<file path="src/rtl/srb_pkg.sv">
package srb_pkg;
   localparam int BYTE_W = 8;

   function automatic logic [BYTE_W-1:0] reg_mask(input int idx);
      case (idx)
         3, 4:    return 8'h7F;
         5, 6:    return 8'h3F;
         7, 16:   return 8'h07;
         8:       return 8'h1F;
         18:      return 8'h37;
         default: return 8'hFF;
      endcase
   endfunction

   function automatic logic [BYTE_W-1:0] reg_default(input int idx);
      case (idx)
         2:                return 8'hE0;
         10, 11, 12, 13:   return 8'h80;
         16, 18:           return 8'h07;
         default:          return 8'h00;
      endcase
   endfunction
endpackage

</file>
<file path="src/rtl/srb_pointer.sv">
module srb_pointer #(
   parameter int NUM_REGS = 20,
   localparam int PTR_W = $clog2(NUM_REGS)
) (
   input  logic             clk,
   input  logic             rst_n,
   input  logic             load_i,
   input  logic [7:0]       load_val_i,
   input  logic             step_i,
   output logic [PTR_W-1:0] ptr_o
);
   localparam logic [PTR_W-1:0] LAST = PTR_W'(NUM_REGS - 1);

   logic [PTR_W-1:0] ptr_q;

   always_ff @(posedge clk or negedge rst_n) begin
      if (!rst_n) begin
         ptr_q <= '0;
      end else if (load_i) begin
         ptr_q <= (int'(load_val_i) >= NUM_REGS) ? '0 : load_val_i[PTR_W-1:0];
      end else if (step_i) begin
         ptr_q <= (ptr_q == LAST) ? '0 : ptr_q + 1'b1;
      end
   end

   assign ptr_o = ptr_q;

   a_r2_ptr_range: assert property (@(posedge clk) disable iff (!rst_n)
      int'(ptr_q) < NUM_REGS);
   a_r2_wrap: assert property (@(posedge clk) disable iff (!rst_n)
      (step_i && !load_i && ptr_q == LAST) |=> ptr_q == '0);
endmodule

</file>
<file path="src/rtl/srb_session.sv">
module srb_session #(
   parameter logic [6:0] SLAVE_ADDR = 7'b1101000
) (
   input  logic       clk,
   input  logic       rst_n,
   input  logic       ev_start_i,
   input  logic       ev_stop_i,
   input  logic       ev_addr_i,
   input  logic       ev_wr_i,
   input  logic       ev_rd_i,
   input  logic [7:0] byte_i,
   input  logic       tick_i,
   output logic       ptr_load_o,
   output logic       reg_we_o,
   output logic       reg_re_o,
   output logic       ack_o,
   output logic       freeze_o,
   output logic       tick_o
);
   logic sel_q, rd_dir_q, first_q, freeze_q, pend_q, ack_q, tick_q;
   logic match, release_w, wr_phase;

   assign match     = (byte_i[7:1] == SLAVE_ADDR);
   assign release_w = freeze_q & ev_stop_i;
   assign wr_phase  = ev_wr_i & sel_q & ~rd_dir_q;

   assign ptr_load_o = wr_phase & first_q;
   assign reg_we_o   = wr_phase & ~first_q;
   assign reg_re_o   = ev_rd_i & sel_q & rd_dir_q;

   always_ff @(posedge clk or negedge rst_n) begin
      if (!rst_n) begin
         sel_q    <= 1'b0;
         rd_dir_q <= 1'b0;
         first_q  <= 1'b0;
         freeze_q <= 1'b0;
         pend_q   <= 1'b0;
         ack_q    <= 1'b0;
         tick_q   <= 1'b0;
      end else begin
         ack_q <= (ev_addr_i & match) | wr_phase;
         if (ev_stop_i) begin
            sel_q    <= 1'b0;
            first_q  <= 1'b0;
            freeze_q <= 1'b0;
         end else if (ev_start_i) begin
            sel_q <= 1'b0;
         end else if (ev_addr_i) begin
            sel_q    <= match;
            rd_dir_q <= byte_i[0];
            first_q  <= match & ~byte_i[0];
            if (match) freeze_q <= 1'b1;
         end else if (ptr_load_o) begin
            first_q <= 1'b0;
         end
         tick_q <= freeze_q ? (release_w & (pend_q | tick_i)) : tick_i;
         if (release_w)             pend_q <= 1'b0;
         else if (freeze_q & tick_i) pend_q <= 1'b1;
      end
   end

   assign ack_o    = ack_q;
   assign freeze_o = freeze_q;
   assign tick_o   = tick_q;

   a_r7_hold: assert property (@(posedge clk) disable iff (!rst_n)
      (freeze_q && !ev_stop_i) |=> !tick_o);
   a_r7_freeze_src: assert property (@(posedge clk) disable iff (!rst_n)
      $rose(freeze_o) |-> $past(ev_addr_i));
   a_r8_release: assert property (@(posedge clk) disable iff (!rst_n)
      (release_w && pend_q) |=> tick_o);
   a_r10_ack_src: assert property (@(posedge clk) disable iff (!rst_n)
      ack_o |-> $past(ev_addr_i || ev_wr_i));
endmodule

</file>
<file path="src/rtl/srb_regfile.sv">
module srb_regfile
   import srb_pkg::*;
#(
   parameter int NUM_REGS = 20,
   parameter int RESET_REG = 0,
   localparam int PTR_W = $clog2(NUM_REGS)
) (
   input  logic              clk,
   input  logic              rst_n,
   input  logic              srst_i,
   input  logic              we_i,
   input  logic [PTR_W-1:0]  waddr_i,
   input  logic [BYTE_W-1:0] wdata_i,
   output logic [BYTE_W-1:0] q_o [NUM_REGS]
);
   for (genvar g = 0; g < NUM_REGS; g++) begin : g_loc
      localparam logic [BYTE_W-1:0] MASK = reg_mask(g);
      localparam logic [BYTE_W-1:0] DEF  = reg_default(g);
      logic [BYTE_W-1:0] val_q;

      always_ff @(posedge clk or negedge rst_n) begin
         if (!rst_n)                                val_q <= DEF;
         else if (srst_i)                           val_q <= DEF;
         else if (we_i && waddr_i == PTR_W'(g))     val_q <= wdata_i & MASK;
      end

      assign q_o[g] = val_q;
   end

   a_r5_srst: assert property (@(posedge clk) disable iff (!rst_n)
      srst_i |=> (q_o[RESET_REG] == reg_default(RESET_REG)) && (q_o[2] == reg_default(2)));
endmodule

</file>
<file path="src/rtl/srb_bank.sv">
module srb_bank
   import srb_pkg::*;
#(
   parameter int         NUM_REGS   = 20,
   parameter logic [6:0] SLAVE_ADDR = 7'b1101000,
   parameter int         RESET_REG  = 0,
   parameter logic [7:0] RESET_CODE = 8'h58
) (
   input  logic       clk,
   input  logic       rst_n,
   input  logic       ev_start_i,
   input  logic       ev_stop_i,
   input  logic       ev_addr_i,
   input  logic       ev_wr_i,
   input  logic       ev_rd_i,
   input  logic [7:0] byte_i,
   input  logic       tick_i,
   output logic       ack_o,
   output logic [7:0] rd_data_o,
   output logic       rd_valid_o,
   output logic       freeze_o,
   output logic       tick_o,
   output logic       soft_rst_o
);
   localparam int PTR_W = $clog2(NUM_REGS);

   if (NUM_REGS < 2 || NUM_REGS > 256) begin : g_bad_depth
      $error("NUM_REGS out of range");
   end
   if (RESET_REG >= NUM_REGS) begin : g_bad_rst
      $error("RESET_REG beyond the map");
   end

   logic              ptr_load, reg_we, reg_re, srst;
   logic [PTR_W-1:0]  ptr;
   logic [BYTE_W-1:0] regs [NUM_REGS];
   logic [BYTE_W-1:0] rd_q;
   logic              rd_v_q, srst_q;

   srb_session #(.SLAVE_ADDR(SLAVE_ADDR)) i_session (
      .clk(clk), .rst_n(rst_n),
      .ev_start_i(ev_start_i), .ev_stop_i(ev_stop_i), .ev_addr_i(ev_addr_i),
      .ev_wr_i(ev_wr_i), .ev_rd_i(ev_rd_i), .byte_i(byte_i), .tick_i(tick_i),
      .ptr_load_o(ptr_load), .reg_we_o(reg_we), .reg_re_o(reg_re),
      .ack_o(ack_o), .freeze_o(freeze_o), .tick_o(tick_o)
   );

   srb_pointer #(.NUM_REGS(NUM_REGS)) i_pointer (
      .clk(clk), .rst_n(rst_n),
      .load_i(ptr_load), .load_val_i(byte_i),
      .step_i(reg_we | reg_re), .ptr_o(ptr)
   );

   assign srst = reg_we && (ptr == PTR_W'(RESET_REG)) && (byte_i == RESET_CODE);

   srb_regfile #(.NUM_REGS(NUM_REGS), .RESET_REG(RESET_REG)) i_regfile (
      .clk(clk), .rst_n(rst_n), .srst_i(srst),
      .we_i(reg_we), .waddr_i(ptr), .wdata_i(byte_i), .q_o(regs)
   );

   always_ff @(posedge clk or negedge rst_n) begin
      if (!rst_n) begin
         rd_q   <= '0;
         rd_v_q <= 1'b0;
         srst_q <= 1'b0;
      end else begin
         rd_v_q <= reg_re;
         srst_q <= srst;
         if (reg_re) rd_q <= regs[ptr];
      end
   end

   assign rd_data_o  = rd_q;
   assign rd_valid_o = rd_v_q;
   assign soft_rst_o = srst_q;

   a_r10_rd_src: assert property (@(posedge clk) disable iff (!rst_n)
      rd_valid_o |-> $past(ev_rd_i));
   a_r6_no_sel_no_rd: assert property (@(posedge clk) disable iff (!rst_n)
      (ev_rd_i && !freeze_o) |=> !rd_valid_o);
endmodule

</file>
<file path="config.mk">
export PLATFORM = sky130hd
export DESIGN_NAME = srb_bank
export DESIGN_NICKNAME = d
export VERILOG_FILES = /design/src/rtl/srb_pkg.sv /design/src/rtl/srb_pointer.sv /design/src/rtl/srb_session.sv /design/src/rtl/srb_regfile.sv /design/src/rtl/srb_bank.sv
export SDC_FILE = /design/constraint.sdc
export NUM_CORES = 1
export LEC_CHECK = 0
export CORE_MARGIN = 4
export CORE_UTILIZATION = 36
export CTS_BUF_LIST = sky130_fd_sc_hd__clkbuf_4 sky130_fd_sc_hd__clkbuf_8 sky130_fd_sc_hd__clkbuf_16
export CTS_CLUSTER_SIZE = 24
export DETAILED_ROUTE_END_ITERATION = 6
export PLACE_DENSITY = 0.58
export SYNTH_ARGS = -nofsm -noshare
export SYNTH_HDL_FRONTEND = slang
export SYNTH_SLANG_ARGS = --single-unit
</file>
<file path="constraint.sdc">
create_clock -name clk -period 3.65 [get_ports clk]
set_input_delay 0.365 -clock clk [delete_from_list [all_inputs] [get_ports clk]]
set_output_delay 0.365 -clock clk [all_outputs]
set_load 0.005 [all_outputs]
</file>
==> results_dict.tcl, run 1 <==
set metrics [dict create \
    crit_required_ns 4.01 \
    place_congestion 0.819 \
    ctsHoldBuffers 0 \
    setup_viol 0 \
    n_fill_cell 2049 \
    p_clk_share_pct 48.0 \
    synth_edf_count 0 \
    p_leak_nw 3.99 \
    tns_ns 0 \
    power.total_mw 3.71 \
    die_area_sq_um 24600 \
    cts.sinks 160 \
    post_cts_buffers 0 \
    start_kind "flop" \
    path_class "reg2reg" \
    met3_usage_pct 3.52 \
    final_cell_mix "145 x dfrtp_1, 142 x nand2_1, 56 x a21oi_1" \
    ys_ff_latch 160 \
    clock_latency_ns 0.43 \
    fmax_ghz 0.391 \
    num-nets-final 773 \
    yosys_warnings 0 \
    gr-max-usage-layer "met2" \
    synth_area_leaders "dfrtp_1 46%, mux4_2 6.8%, nand2_1 6.7%, dfstp_2 4.3%, mux2i_1 3.6%" \
    cts_made_buffers 17 \
    cts_resized 0 \
    yosysSeqAreaShare_pct 50.3 \
    num_rows 54 \
    portBuffers 28 \
    power.density_nw_per_um2 407 \
    min_period_ns 2.56 \
    avgViaCountPerCell 5.70 \
    place_hpwl_mm 15.2 \
    grt_max_degree 94 \
    ys_types 68 \
    placeableCoreArea_sq_um 21800 \
    p_sw_mw 0.908 \
    combPwrFrac_pct 3.9 \
    globalRouteOverflowTotal 0 \
    grt_util_met1_pct 28.2 \
    gr-usage-met2_pct 29.5 \
    ff_latch_area_sq_um 4020 \
    ios 29 \
    wire_per_inst_um 22.1 \
    synth_area_sq_um 7990 \
    worst_slew_pin_slew_ns 0.902 \
    track_usage_pct 19.5 \
    multi_input_area_sq_um 3610 \
    endpoint_kind "flop" \
    synth_top_area_share_pct 46.0 \
    drc 0 \
    vias 5952 \
    yosysTopAreaCell "dfrtp_1" \
    drive_gt1_share_pct 17.6 \
    antenna_found_initial 0 \
    routed_wl_mm 23.1 \
    syn_inst 741 \
    synthArstFlopShare_pct 100 \
    htreeDepth 4 \
    rsz0062_at_grt "no" \
    cts_tree "done" \
    grt_pass1_vias 5869 \
    dr.pass1.iters 5 \
    synthFlopType "dfrtp_1" \
    cp_max_fo 23 \
    synth_area_per_cell_sq_um 10.8 \
    ir_drop_v 0.000270 \
    clk_path_buf_depth 2 \
    syn_nets 762 \
    die_w_um 157 \
    final_common_cell "dfrtp_1" \
    drt_iter0_drc 566 \
    max-cap-violations 0 \
    power_frac_seq_pct 48.1 \
    relSlewSlack_pct 39.9 \
    final.setup_skew_ns 0.00787 \
    floorplan.initialDensity_pct 36.6 \
    hold_violations 0 \
    diodes 0 \
    grt_pass1_wl_mm 36.3 \
    switching_share_pct 24.5 \
    area_growth_pct 14.0 \
    fp.dieH_um 157 \
    finalMaxSlewViolations 0 \
    status "finished, final reports clean" \
    p_int_mw 2.80 \
    min_path_type "in2async" \
    clk_pin_slew_worst_paths_ns 0.07 \
    ant_nets 0 \
    cts_root_buf "clkbuf_16" \
    arrival_ns 2.92 \
    period_share_pct 70.1 \
]
-- through the flow --
stage | instances | hold WS (ns) | util (%) | setup slack (ns) | area (sq um)
floorplan | 741 | 0.0694 | - | 1.30 | 7990
global placement | 1013 | 0.454 | 39.1 | 0.777 | 8530
detailed placement | 1013 | 0.458 | 39.1 | 0.729 | 8530
CTS | 1045 | 0.0636 | 41.7 | 1.16 | 9110
global route | 1045 | 0.0775 | 41.7 | 0.947 | 9110
finish | 1045 | 0.00645 | 41.7 | 1.09 | 9110
-- final cells by class --
cell class                 instances  area share [%]
clock buffer                      18            4.82
timing repair buffer              54            5.51
inverter                          10           0.412
tap                              280            3.85
sequential                       160            44.2
multi-input combinational        509            39.7
clock inverter                    14            1.58
-- Yosys cell counts, types with 5 or more instances --
cell type / instances
buf_4: 13
nor2_1: 28
mux2_4: 5
mux4_2: 24
inv_1: 8
nand2_1: 142
a22o_1: 25
buf_2: 22
clkbuf_1: 23
dfrtp_1: 147
o22ai_1: 33
ha_1: 5
mux2_1: 8
and3_1: 7
nand4_2: 5
a21oi_1: 56
o21ai_0: 24
mux2i_1: 29
nand3_1: 9
nor2b_1: 6
mux2_2: 12
dfstp_2: 13
o22a_1: 5
nor3_1: 5
o211ai_1: 8
and4_1: 11
nand4_1: 5
-- metal layers --
metal	share of wire (%)	vias to the layer above
met3	5.3	40
met5	0	-
met2	46	189
li1	-	2716
met1	46	3007
met4	2.8	0
-- cells by family (layout without fill, tap and decap cells) --
| logic type | Yosys count | after routing | synth area share, % |
|---|---|---|---|
| DFF | 160 | 160 | 50.3 |
| adders and majority gates | 5 | 5 | 0.783 |
| buffers and inverters | 72 | 96 | 4.64 |
| and+or+nand+nor | 248 | 248 | 15.7 |
| muxes | 78 | 78 | 14.2 |
| AOI/OAI and AO/OA | 178 | 178 | 14.4 |
-- flip-flops by register name (all words and copies together), names as in the netlist --
name / flops
i_pointer.ptr_o: 5
i_regfile.g_loc.val_q: 138
i_session.ack_o: 1
i_session.first_q: 1
i_session.freeze_o: 1
i_session.pend_q: 1
i_session.rd_dir_q: 1
i_session.sel_q: 1
i_session.tick_o: 1
rd_data_o: 8
rd_valid_o: 1
soft_rst_o: 1
-- path summary, 6_finish.rpt --
check                                       startpoint                           to  slack, ns  cells after the start
max in group asynchronous                        rst_n  i_regfile.g_loc[2].val_q[7]       2.79                      2
min in group clk           i_regfile.g_loc[0].val_q[6]  i_regfile.g_loc[0].val_q[6]       0.47                      2
max                                 i_pointer.ptr_o[4]  i_regfile.g_loc[2].val_q[6]       1.09                      4
min                                              rst_n  i_regfile.g_loc[3].val_q[4]      0.006                      1
max reg2reg                         i_pointer.ptr_o[4]  i_regfile.g_loc[2].val_q[6]       1.09                      4
min reg2reg                i_regfile.g_loc[0].val_q[6]  i_regfile.g_loc[0].val_q[6]       0.47                      2
-- critical path, cell delays in order, from the launching register on --
cell and delay (ns):
dfrtp_1 0.56, inv_1 0.59, nand4_1 0.59, o21ai_0 0.38
mux2_2 0.36
-- power groups by stage --
| stage | combinational (mW) | clock, mW | sequential, mW |
|---|---|---|---|
| global route | 0.158 | 1.88 | 1.79 |
| global placement | 0.147 | 0 | 1.82 |
| detailed placement | 0.146 | 0 | 1.82 |
| CTS | 0.147 | 1.81 | 1.79 |
| finish | 0.144 | 1.78 | 1.79 |
| floorplan | 0.0529 | 0 | 1.82 |
Note: power is estimated with default switching activity, not from simulation.
==> inputs of run 2 (changes only) <==
Settings changed: PLACE_DENSITY 0.58 to 0.6.
Clock period 3.65 ns to 2.25 ns, I/O delays scaled along.
==> run 2 against run 1 <==
Critical path depth rose by 3. Utilization rose by 2.7 points. Sequential share of layout area fell by 2.6 points. Largest cell class unchanged. Clock skew barely moved. Critical path type unchanged. Hold slack improved by 0.34 ns. Via count rose by 3.4%. Sequential power rose by 62%.
==> results_dict.tcl, run 2 (synthesis results as in run 1) <==
set metrics [dict create \
    status "finished, final reports clean" \
    hold_violations 0 \
    ios 29 \
    path_cells "buf_12 -> ha_1 -> buf_4 -> nand2b_1 -> nor3_4 -> a21oi_1 -> mux2_2" \
    min_path_type "in2async" \
    fp.dieH_um 157 \
    cts.sinks 160 \
    arrival_ns 2.43 \
    period_share_pct 94.3 \
    drive_gt1_share_pct 23.9 \
    reg2reg_slack_ns 0.13 \
    track_usage_pct 19.7 \
    cts_tree "done" \
    startpoint "i_pointer.ptr_o[0]" \
    start_kind "flop" \
    cts_made_buffers 17 \
    drt_iter0_drc 496 \
    max_stage_delay_ns 0.48 \
    ir_drop_v 0.000371 \
    pre_cts_slack_ns -0.0780 \
    rr_startpoint "i_pointer.ptr_o[0]" \
    setup_viol 0 \
    p_leak_nw 4.34 \
    htreeDepth 4 \
    post_cts_buffers 0 \
    die_area_sq_um 24600 \
    portBuffers 28 \
    cp_max_fo 14 \
    area_growth_pct 21.3 \
    final_cell_mix "144 x dfrtp_1, 142 x nand2_1, 81 x buf_4" \
    max-cap-violations 0 \
    floorplan.initialDensity_pct 36.6 \
    clk_pin_slew_worst_paths_ns 0.07 \
    place_hpwl_mm 16.3 \
    path_class "reg2reg" \
    num-nets-final 836 \
    n_fill_cell 2056 \
    finalMaxSlewViolations 0 \
    rsz0062_at_grt "no" \
    final.setup_skew_ns 0.00754 \
    clock_latency_ns 0.43 \
    routed_wl_mm 23.4 \
    power.density_nw_per_um2 643 \
    vias 6152 \
    final_common_cell "dfrtp_1" \
    ant_nets 0 \
    place_congestion 0.877 \
    clk_path_buf_depth 2 \
    cts_root_buf "clkbuf_16" \
    drc 0 \
    crit_required_ns 2.56 \
    placeableCoreArea_sq_um 21800 \
    grt_pass1_vias 6228 \
    relSlewSlack_pct 56.3 \
    antenna_found_initial 0 \
    avgViaCountPerCell 5.55 \
    r2r_cells 7 \
    grt_max_degree 64 \
    grt_pass1_wl_mm 36.7 \
    num_rows 54 \
    multi_input_area_sq_um 3610 \
    ff_latch_area_sq_um 4020 \
    largest_reg_flops 138 \
    globalRouteOverflowTotal 0 \
    die_w_um 157 \
    dr.pass1.iters 5 \
    critPathSlowestCell "dfrtp_2" \
    diodes 0 \
    setup_slack_ns 0.128 \
    tns_ns 0 \
    fmax_ghz 0.471 \
    endpoint_kind "flop" \
    min_period_ns 2.12 \
    reg2reg_to "i_regfile.g_loc[3].val_q[5]" \
    wire_per_inst_um 21.1 \
    cp-endpoint "i_regfile.g_loc[3].val_q[5]" \
    regMostFlops "i_regfile.g_loc.val_q" \
    worst_slew_pin_slew_ns 0.656 \
]
-- run 2: cell types whose count changed in the layout (fill, tap and decap cells not counted), sizes merged --
cell,before,now
bufinv,1,4
clkinv,3,6
inv,18,12
dlygate4sd3,0,1
buf,27,89
-- run 2: layout make-up --
class | count | area share [%]
clock buffers | 18 | 4.47
clock inverters | 14 | 1.96
inverters | 10 | 0.387
multi-input cells | 509 | 37.3
flip-flops and latches | 160 | 41.5
well taps | 280 | 3.62
repair buffers | 117 | 10.7
-- run 2: repair_timing --
action | in CTS | in global routing
setup endpoints to repair | 0 | 1
hold endpoints to repair | 57 | 0
hold buffers | 1 | 0
gates resized for setup | 0 | 1
-- run 2: critical path, delay by kind of cell, from the launching register on --
| family | cells | cell delay, ns |
|---|---|---|
| mux | 1 | 0.37 |
| simple gates | 2 | 0.31 |
| fa+ha+maj | 1 | 0.21 |
| compound gates | 1 | 0.29 |
| buf+inv | 2 | 0.35 |
| flops | 1 | 0.48 |
-- run 2: worst min-delay path by stage --
stage / from / end / slack [ns] / depth (start not counted)
4_1_cts: rst_n / i_regfile.g_loc[17].val_q[4] / 0.38 / 2
2_1_floorplan: rst_n / i_pointer.ptr_o[0] / -0.07 / 0
6_report: rst_n / i_regfile.g_loc[17].val_q[3] / 0.34 / 2
3_3_place_gp: rst_n / i_regfile.g_loc[17].val_q[4] / 0.27 / 1
5_1_grt: rst_n / i_regfile.g_loc[17].val_q[3] / 0.40 / 2
3_5_place_dp: rst_n / i_regfile.g_loc[17].val_q[4] / 0.27 / 1
-- run 2: metal layers --
metal / vias to the layer above / track usage (%) / wire length, um
li1: 2844 / - / -
met4: 0 / 5.54 / 361
met1: 3128 / 26.9 / 10500
met3: 25 / 3.46 / 1170
met5: - / 0 / 0
met2: 155 / 32.4 / 11400
-- run 2: power by group --
part,switching (mW),internal [mW]
Combinational,0.165,0.0846
Clock,1.21,1.87
Sequential,0.0112,2.89
Total,1.38,4.84
-- run 2: through the flow --
step | power, mW | hold slack (ns) | std cells | cell area, sq um | utilization, %
6_report | 6.23 | 0.344 | 1108 | 9690 | 44.4
5_1_grt | 6.42 | 0.400 | 1108 | 9690 | 44.4
4_1_cts | 6.28 | 0.382 | 1108 | 9690 | 44.4
3_5_place_dp | 3.20 | 0.272 | 1075 | 9050 | 41.5
3_3_place_gp | 3.20 | 0.274 | 1075 | 9050 | 41.5
2_1_floorplan | 3.03 | -0.0706 | 741 | 8000 | -
